==> src/rtl/apb_tmr_pkg.sv <==
package apb_tmr_pkg;

  // word offsets (byte offset >> 2); software depends on these
  localparam logic [5:0] WO_LOAD  = 6'h00;
  localparam logic [5:0] WO_CUR   = 6'h01;
  localparam logic [5:0] WO_CTL   = 6'h02;
  localparam logic [5:0] WO_EOI   = 6'h03;
  localparam logic [5:0] WO_STAT  = 6'h04;
  localparam logic [5:0] WO_GMSK  = 6'h28;
  localparam logic [5:0] WO_GEOI  = 6'h29;
  localparam logic [5:0] WO_GRAW  = 6'h2A;
  localparam logic [5:0] WO_VER   = 6'h2B;

  localparam int unsigned BUS_W = 32;

  typedef struct packed {
    logic mask;      // bit 2
    logic periodic;  // bit 1
    logic enable;    // bit 0
  } tmr_ctl_t;

endpackage

==> src/rtl/tmr_regif.sv <==
module tmr_regif
  import apb_tmr_pkg::*;
#(
  parameter int unsigned ADDR_W  = 8,
  parameter int unsigned CNT_W   = 32,
  parameter logic [31:0] VERSION = 32'h0001_0200
) (
  input  logic              clk,
  input  logic              rst,
  input  logic              psel,
  input  logic              penable,
  input  logic              pwrite,
  input  logic [ADDR_W-1:0] paddr,
  input  logic [BUS_W-1:0]  pwdata,
  input  logic [CNT_W-1:0]  cnt,
  input  logic              raw_flag,
  input  logic              msk_flag,
  output tmr_ctl_t          ctl,
  output logic [CNT_W-1:0]  load_val,
  output logic              eoi_hit,
  output logic [BUS_W-1:0]  prdata
);

  localparam int unsigned WIDX_W = ADDR_W - 2;

  logic [WIDX_W-1:0] widx;
  logic              aligned;
  logic              wr_acc;
  logic              rd_acc;
  logic [BUS_W-1:0]  cnt_ext;
  logic [BUS_W-1:0]  load_ext;

  assign widx    = paddr[ADDR_W-1:2];
  assign aligned = (paddr[1:0] == 2'b00);
  assign wr_acc  = psel & penable &  pwrite & aligned;
  assign rd_acc  = psel & penable & ~pwrite & aligned;

  generate
    if (CNT_W < BUS_W) begin : g_narrow
      assign cnt_ext  = {{(BUS_W-CNT_W){1'b0}}, cnt};
      assign load_ext = {{(BUS_W-CNT_W){1'b0}}, load_val};
    end else begin : g_full
      assign cnt_ext  = cnt;
      assign load_ext = load_val;
    end
  endgenerate

  always_ff @(posedge clk) begin
    if (rst) begin
      ctl      <= '0;
      load_val <= '0;
    end else if (wr_acc) begin
      if (widx == WIDX_W'(WO_LOAD)) load_val <= pwdata[CNT_W-1:0];
      if (widx == WIDX_W'(WO_CTL))  ctl      <= tmr_ctl_t'(pwdata[2:0]);
    end
  end

  assign eoi_hit = rd_acc & ((widx == WIDX_W'(WO_EOI)) | (widx == WIDX_W'(WO_GEOI)));

  always_comb begin
    prdata = '0;
    if (psel & ~pwrite & aligned) begin
      unique case (widx)
        WIDX_W'(WO_LOAD): prdata = load_ext;
        WIDX_W'(WO_CUR):  prdata = cnt_ext;
        WIDX_W'(WO_CTL):  prdata = {{(BUS_W-3){1'b0}}, ctl};
        WIDX_W'(WO_STAT): prdata = {{(BUS_W-1){1'b0}}, msk_flag};
        WIDX_W'(WO_GMSK): prdata = {{(BUS_W-1){1'b0}}, msk_flag};
        WIDX_W'(WO_GRAW): prdata = {{(BUS_W-1){1'b0}}, raw_flag};
        WIDX_W'(WO_VER):  prdata = VERSION;
        default:          prdata = '0;
      endcase
    end
  end

endmodule

==> src/rtl/tmr_counter.sv <==
module tmr_counter
  import apb_tmr_pkg::*;
#(
  parameter int unsigned CNT_W = 32
) (
  input  logic             clk,
  input  logic             rst,
  input  tmr_ctl_t         ctl,
  input  logic [CNT_W-1:0] load_val,
  output logic [CNT_W-1:0] cnt,
  output logic             en_rise,
  output logic             expire
);

  logic en_d;

  assign en_rise = ctl.enable & ~en_d;
  assign expire  = ctl.enable & en_d & (cnt == '0);

  always_ff @(posedge clk) begin
    if (rst) begin
      cnt  <= '0;
      en_d <= 1'b0;
    end else begin
      en_d <= ctl.enable;
      if (en_rise) begin
        cnt <= load_val;
      end else if (expire) begin
        cnt <= ctl.periodic ? load_val : '1;
      end else if (ctl.enable) begin
        cnt <= cnt - 1'b1;
      end
    end
  end

endmodule

==> src/rtl/tmr_irq.sv <==
module tmr_irq (
  input  logic clk,
  input  logic rst,
  input  logic expire,
  input  logic eoi_hit,
  input  logic mask,
  output logic raw_flag,
  output logic msk_flag
);

  always_ff @(posedge clk) begin
    if (rst)          raw_flag <= 1'b0;
    else if (expire)  raw_flag <= 1'b1;
    else if (eoi_hit) raw_flag <= 1'b0;
  end

  assign msk_flag = raw_flag & ~mask;

endmodule

==> src/rtl/apb_interval_timer.sv <==
module apb_interval_timer
  import apb_tmr_pkg::*;
#(
  parameter int unsigned ADDR_W  = 8,
  parameter int unsigned CNT_W   = 32,
  parameter logic [31:0] VERSION = 32'h0001_0200
) (
  input  logic              clk,
  input  logic              rst,
  input  logic              psel,
  input  logic              penable,
  input  logic              pwrite,
  input  logic [ADDR_W-1:0] paddr,
  input  logic [31:0]       pwdata,
  output logic [31:0]       prdata,
  output logic              pready,
  output logic              irq
);

  tmr_ctl_t         ctl;
  logic [CNT_W-1:0] load_val;
  logic [CNT_W-1:0] cnt;
  logic             en_rise;
  logic             expire;
  logic             eoi_hit;
  logic             raw_flag;
  logic             msk_flag;

  assign pready = 1'b1;
  assign irq    = msk_flag;

  tmr_regif #(.ADDR_W(ADDR_W), .CNT_W(CNT_W), .VERSION(VERSION)) u_regif (
    .clk(clk), .rst(rst), .psel(psel), .penable(penable), .pwrite(pwrite),
    .paddr(paddr), .pwdata(pwdata), .cnt(cnt), .raw_flag(raw_flag),
    .msk_flag(msk_flag), .ctl(ctl), .load_val(load_val), .eoi_hit(eoi_hit),
    .prdata(prdata)
  );

  tmr_counter #(.CNT_W(CNT_W)) u_counter (
    .clk(clk), .rst(rst), .ctl(ctl), .load_val(load_val), .cnt(cnt),
    .en_rise(en_rise), .expire(expire)
  );

  tmr_irq u_irq (
    .clk(clk), .rst(rst), .expire(expire), .eoi_hit(eoi_hit),
    .mask(ctl.mask), .raw_flag(raw_flag), .msk_flag(msk_flag)
  );

endmodule

==> config.mk <==
export PLATFORM = sky130hd
export DESIGN_NAME = apb_interval_timer
export DESIGN_NICKNAME = d
export VERILOG_FILES = /design/src/rtl/apb_tmr_pkg.sv /design/src/rtl/tmr_regif.sv /design/src/rtl/tmr_counter.sv /design/src/rtl/tmr_irq.sv /design/src/rtl/apb_interval_timer.sv
export SDC_FILE = /design/constraint.sdc
export NUM_CORES = 1
export LEC_CHECK = 0
export ABC_CLOCK_PERIOD_IN_PS = 2800
export BUFFER_PORTS_ARGS = -buffer_cell sky130_fd_sc_hd__buf_4
export CAP_MARGIN = 5
export CORE_ASPECT_RATIO = 1.2
export CORE_MARGIN = 5
export CORE_UTILIZATION = 50
export CTS_BUF_LIST = sky130_fd_sc_hd__clkbuf_8 sky130_fd_sc_hd__clkbuf_16
export DETAILED_ROUTE_END_ITERATION = 6
export PLACE_DENSITY = 0.86
export SETUP_SLACK_MARGIN = 0.1
export SYNTH_ARGS = -nofsm -noshare
export SYNTH_HDL_FRONTEND = slang
export SYNTH_SLANG_ARGS = --single-unit
==> constraint.sdc <==
create_clock -name clk -period 2.8 [get_ports clk]
set_input_delay 0.42 -clock clk [delete_from_list [all_inputs] [get_ports clk]]
set_output_delay 0.42 -clock clk [all_outputs]
set_load 0.005 [all_outputs]
# --- Word level (Yosys, flattened, before mapping) ---
# Index checks and enable logic that the tools add are counted.
op_classes:
  mux: 8
  div_mod_pow: 0
  mul: 0
  n_reduce_logical: 8
  n_addsub: 1
  bitwise_logic: 16
  n_lt_le_gt_ge: 0
  n_eq_ne: 8
  shift: 0
op_table:
  columns: ["operator", "n"]
  rows:
  - ["one-hot mux 32 bit (6 select lines)", 1]
  - ["two-way mux 32 bit", 5]
  - ["zero test 32 bit", 1]
  - ["subtractor 32 x 1 -> 32 bit, second input constant", 1]
  - ["== test 6 bit, second input constant", 4]
  - ["bitwise AND 1 bit", 12]
  - ["== test 6 x 2 -> 1 bit, second input constant", 2]
  - ["== test 6 x 1 -> 1 bit, second input constant", 1]
  - ["== test 6 x 3 -> 1 bit, second input constant", 1]
  - ["zero test 6 bit", 1]
  - ["AND reduction 2 bit", 2]
  - ["inverter 1 bit", 3]
  - ["nonzero test 3 bit", 1]
  - ["zero test 2 bit", 1]
  - ["two-way mux 1 bit", 2]
  - ["nonzero test 2 bit", 1]
  - ["OR reduction 2 bit", 1]
  - ["OR 1 bit", 1]
totals:
  register_bits: 69
  elab_cells: 48
  output_inout_bits: 34
  ram_bits: 0
  input_bits: 45
  latchBits: 0
  rom_bits: 0
  n_memories: 0

# --- Longest topological paths before layout ---
depth:
  ltp_word: 6
  depth_mapped: 9

# --- Modules after synthesis ---
# Synthesis repeated with hierarchy kept, for this count alone.
unflattened:
  cells_unflattened: 553
  area_unflattened_um2: 4747.1
modules_own_cells:
  columns: ["module", "n_inst", "cells_per_inst", "area_per_inst_um2"]
  rows:
  - ["tmr_counter", 1, 323, 2560.0]
  - ["tmr_regif", 1, 223, 2130.8]
  - ["tmr_irq", 1, 5, 45.0]
  - ["apb_interval_timer", 1, 2, 11.3]

# --- Worst setup path after synthesis ---
# OpenSTA, ideal clock, no wires.
synth_timing:
  path_type: "reg2reg"
  startpoint: "register u_counter.cnt[16]"
  endpoint: "register u_counter.cnt[17]"
  n_path_buf: 2
  setup_time_ns: 0.127
  arrival_time_ns: 2.597
  stages_incl_launch_ff: 9
  required_time_ns: 2.673
  period_less_slack_ns: 2.725
  slack_ns: 0.075
  path_cell_list: "dfxtp_1 > or4_4 > or3_1 > clkbuf_1 > or4_1 > or4_4 > buf_6 > o221ai_1 > o21ai_1"
synth_via:
  elab_chain_cells: 4
  word_cells_on_any_way: 7
  cone_classes: "1 x add/sub; 3 x mux; 1 x bitwise; 2 x reduce/logical"
synth_rtl:
  columns: ["item", "line", "text"]
  rows:
  - ["start, declared", "tmr_counter.sv:10", "output logic [CNT_W-1:0] cnt,"]
  - ["start signal, assigned", "tmr_counter.sv:27", "cnt <= load_val;"]
  - ["start signal, assigned", "tmr_counter.sv:29", "cnt <= ctl.periodic ? load_val : '1;"]
  - ["start signal, assigned", "tmr_counter.sv:31", "cnt <= cnt - 1'b1;"]
  - ["subtractor 32 x 1 -> 32 bit or zero test 32 bit (tied branches)", "tmr_counter.sv:31, tmr_counter.sv:18", null]
  - ["two-way mux 32 bit or bitwise AND 1 bit (tied branches)", "tmr_counter.sv:30, tmr_counter.sv:18", null]
  - ["two-way mux 32 bit", "tmr_counter.sv:28", "end else if (expire) begin"]
  - ["two-way mux 32 bit", "tmr_counter.sv:26", "if (en_rise) begin"]
# Several ways; a longest one is shown, not always the timed one. The select of a mux whose other input is x is not followed.
# A chain may end at the register's enable or synchronous reset.

# --- Worst setup path after layout ---
layout_timing:
  startpoint: "register u_counter.cnt[17]"
  endpoint: "register u_counter.cnt[16]"
layout_via:
  elab_chain_cells: 4
  word_cells_on_any_way: 5
  cone_classes: "2 x mux; 1 x bitwise; 2 x reduce/logical"
layout_rtl:
  columns: ["item", "line", "text"]
  rows:
  - ["zero test 32 bit (*)", "tmr_counter.sv:18", "assign expire = ctl.enable & en_d & (cnt == '0);"]
  - ["bitwise AND 1 bit (*)", "tmr_counter.sv:18", null]
  - ["two-way mux 32 bit", "tmr_counter.sv:28", null]
  - ["two-way mux 32 bit", "tmr_counter.sv:26", null]
# Every way passes the cells marked *; elsewhere a longest branch is shown, timed or not.

==> impl_summary.md <==
Pwr
The switching share of power is 0.2220. The share of power burned in registers is 0.527. The analysis attributes to net switching a power of 0.0004132 W. The clock share of power is 0.422.

The highest ir drop seen on vdd is 266.7 uV. Internal power comes to 0.001448 W. The combinational share of power is 0.051. The static leakage power is 1.874 nW. Dividing total power by cell area gives a power density of 369.3 nW/um^2. The design draws 0.001861 W.

Die
The number of rows created at floorplan is 36. The horizontal die dimension is 92.44 um. The die outline height is 108.9 um.

For this configuration, the core starts out at a cell density of 0.5057. The total I/O pin count is 79. The placeable core region is 8063 um^2. The total die area is 10070 um^2.

Drt
The remaining number of nets flagged by the antenna check after routing is 0. The detailed-route wire length per cell is 16.65 um. For this block, the initial DRC count from the detailed router was 504.

The routed layout has 4554 vias. The iteration count of the initial detailed-routing pass is 5. The number of design rule violations left after detail routing is 0.

The vias per cell is 6.154. Wires add up to 12.32 mm.

Timing
The peak clock frequency supported by timing is 371.4 MHz. The final number of max-transition violations is 0. The final clock skew is 0.006763 ns. Setup repair after global routing could not meet its margin everywhere. For the pin with the worst max-slew slack, the measured transition is 0.8405 ns. The hold violation total from the final report came to 0. The final critical path time including I/O delays and setup is 2.692 ns.

The share of the clock period used by the worst path after layout is 0.9615. Measured against its own limit, the worst slew margin works out to 0.4353. Setup violations remaining at the end of the flow were counted as 0. The final setup TNS is 0 ns.

Synth
The netlist area before placement is 4078 um^2. The post-synthesis cell type with the largest combined area is sky130_fd_sc_hd__dfxtp_1. Sorting the synthesized cells by area gives the leading types as sky130_fd_sc_hd__dfxtp_1 34%, sky130_fd_sc_hd__nand2_1 8.9%, sky130_fd_sc_hd__a21oi_1 8.0%, sky130_fd_sc_hd__nor2_1 7.6%, sky130_fd_sc_hd__a22oi_1 6.1%. The prevailing post-synth register cell is sky130_fd_sc_hd__dfxtp_1. For this run, the number of Yosys warnings is 0. The synthesized net count is 620. The cell count after synthesis is 574. For this run, asynchronously set or reset flops after synthesis account for 0.

The number of synthesized register bits is 69. Counting flops with a built-in enable in the synthesized netlist gives 0. A synthesized cell averages 7.104 um^2. The sequential fraction of the synthesis area is 0.3388. The synthesized netlist contains 51 unique library cells.

The area share of the leading cell type in the synthesized netlist is 0.3388.

Global route
The global-route wire length before repair is 20.15 mm. Across every metal layer, demand over resource in global routing totals 0.2452. The leftover overflow at the end of global routing is 0. The number of antenna violations at the first check in global routing is 0. The maximum number of pins on one net before global-route repair is 68. The number of global-route vias before repair is 4335.

Setup path
Walking the worst path, the cells encountered are or4_4, or3_4, or4_4, or4_4, o211ai_1, o21ai_1. The setup path with the least slack is of type reg2reg. Together, buffers and inverters on the worst path number 0.

The element type at the critical path start is a flop. The cell with the largest stage delay on the worst path is sky130_fd_sc_hd__or4_4. The critical path's top delay family is simple AND/OR/NAND/NOR gates. The element type at the critical path end is a flop.

Data on the critical path is required at its endpoint by 3.02 ns. Counting stages on the worst path, the most repeated cell is sky130_fd_sc_hd__or4_4. The arrival time reported for the critical path endpoint is 2.91 ns. Along the worst path, the maximum fanout reaches 7.

The highest cell delay on the worst timing path is 0.60 ns.

Finish
The top cell types in the final layout, fill and taps aside, are 98 x sky130_fd_sc_hd__buf_4, 97 x sky130_fd_sc_hd__nand2_1, 82 x sky130_fd_sc_hd__nor2_1, 68 x sky130_fd_sc_hd__dfxtp_1, 65 x sky130_fd_sc_hd__a21oi_1. The proportion of layout cells with a drive suffix above 1 is 0.2000. The final net count is 688. The most common cell after layout, fill and taps aside is sky130_fd_sc_hd__buf_4. 0 antenna diodes ended up in the layout. The layout overhead on the synthesized area is 23.60%.

Placement
Detailed placement ended at an HPWL of 7.754 mm. The number of buffers added on ports is 77. The global placer's final weighted congestion is 0.8684.

CTS
The clock transition time at the flip-flop clock pins of the worst setup and hold paths is 0.07 ns. The number of levels in the clock H-tree is 3. The number of CTS-inserted buffers is 9. Clock tree synthesis found a total of 69 sinks. The number of hold buffers added after CTS was 0. The maximum clock insertion buffer count is 2. At the later pin of the worst-skew pair, clock insertion delay measures 0.35 ns. CTS placed an instance of sky130_fd_sc_hd__clkbuf_8 at the clock tree root.

TritonCTS built the clock tree.

Run
The number of maximum-capacitance constraint violations is 0.

Min path
The path category of the worst min-delay check is in2reg.

Status
The run finished with clean final reports.
metrics by stage:
step,cells,cell area (um^2),worst slack [ns],utilization,hold WS (ns)
detailed placement,721,4786,0.05594,0.5936,0.4675
CTS,737,4994,0.1080,0.6193,0.3070
global route,740,5040,0.07218,0.6251,0.3183
finish,740,5040,0.1077,0.6251,0.3103
floorplan,574,4079,0.1497,-,0.4495
global placement,721,4786,0.1379,0.5936,0.4635
worst register-to-register path, cell delays in order (launching register included):
cell,delay [ns]
sky130_fd_sc_hd__dfxtp_4,0.34
sky130_fd_sc_hd__or4_4,0.52
sky130_fd_sc_hd__or3_4,0.35
sky130_fd_sc_hd__or4_4,0.44
sky130_fd_sc_hd__or4_4,0.60
sky130_fd_sc_hd__o211ai_1,0.22
sky130_fd_sc_hd__o21ai_1,0.08
what timing repair did:
item | in CTS | in global routing
gates resized for setup | 4 | 5
pin swaps | 1 | 4
cloned | 2 | 0
endpoints found under the setup margin | 12 | 28
setup buffers | 0 | 3
synthesized netlist by cell type, drive strengths merged (7+ instances only):
cell type / instances
o22ai: 7
nor4: 8
nor2: 83
xor2: 15
nor3: 21
o221ai: 7
a22oi: 33
a211oi: 7
xnor2: 8
or4: 8
nand2: 97
a21oi: 65
clkbuf: 38
dfxtp: 69
o21ai: 29
or3: 7
buf: 8
cell type report:
type,instances,area (um^2)
Multi-Input combinational cell,455,2537
Tap cell,95,118.9
Inverter,6,22.52
Timing Repair Buffer,101,795.8
Clock inverter,4,42.54
Fill cell,710,3023
Sequential cell,69,1385
Clock buffer,10,137.6
cell families (layout without fill, tap and decap cells):
group | after synthesis | count (layout) | synth area share
other cells | 1 | 1 | 0.0009196
simple gates | 252 | 254 | 0.2801
flops | 69 | 69 | 0.3388
buf+inv | 52 | 121 | 0.05400
xor+xnor | 23 | 23 | 0.04940
fa+ha+maj | 2 | 2 | 0.005523
compound gates | 169 | 169 | 0.2565
mux | 6 | 6 | 0.01473
sequential cells by signal (all words and copies together), names as in the netlist:
signal            flops
u_counter.cnt        32
u_irq.raw_flag        1
u_regif.load_val     32
u_regif.ctl           3
u_counter.en_d        1
worst paths after layout:
kind	from	to	slack (ns)	depth (start not counted)
hold / removal	pwdata[13]	u_regif.load_val[13]	0.31	3
hold reg to reg	u_regif.load_val[28]	u_regif.load_val[28]	0.48	2
setup reg to reg	u_counter.cnt[17]	u_counter.cnt[16]	0.11	6
setup / recovery	u_counter.cnt[17]	u_counter.cnt[16]	0.11	6
layer usage:
metal	track usage	share of wire	vias to the layer above
met2	0.4292	0.50	222
met3	0.04555	0.082	34
met1	0.2976	0.40	2119
li1	-	-	2179
met4	0.09554	0.025	0
met5	0	0	-
power groups by stage:
stage | Combinational [W] | Clock, W | Sequential (W)
3_5_place_dp | 0.0000940 | 0 | 0.00100
4_1_cts | 0.0000942 | 0.000788 | 0.000981
3_3_place_gp | 0.0000923 | 0 | 0.00100
6_report | 0.0000954 | 0.000785 | 0.000980
5_1_grt | 0.000103 | 0.000837 | 0.000980
2_1_floorplan | 0.0000337 | 0 | 0.00100
No activity file was read; power rests on OpenSTA's default activity.
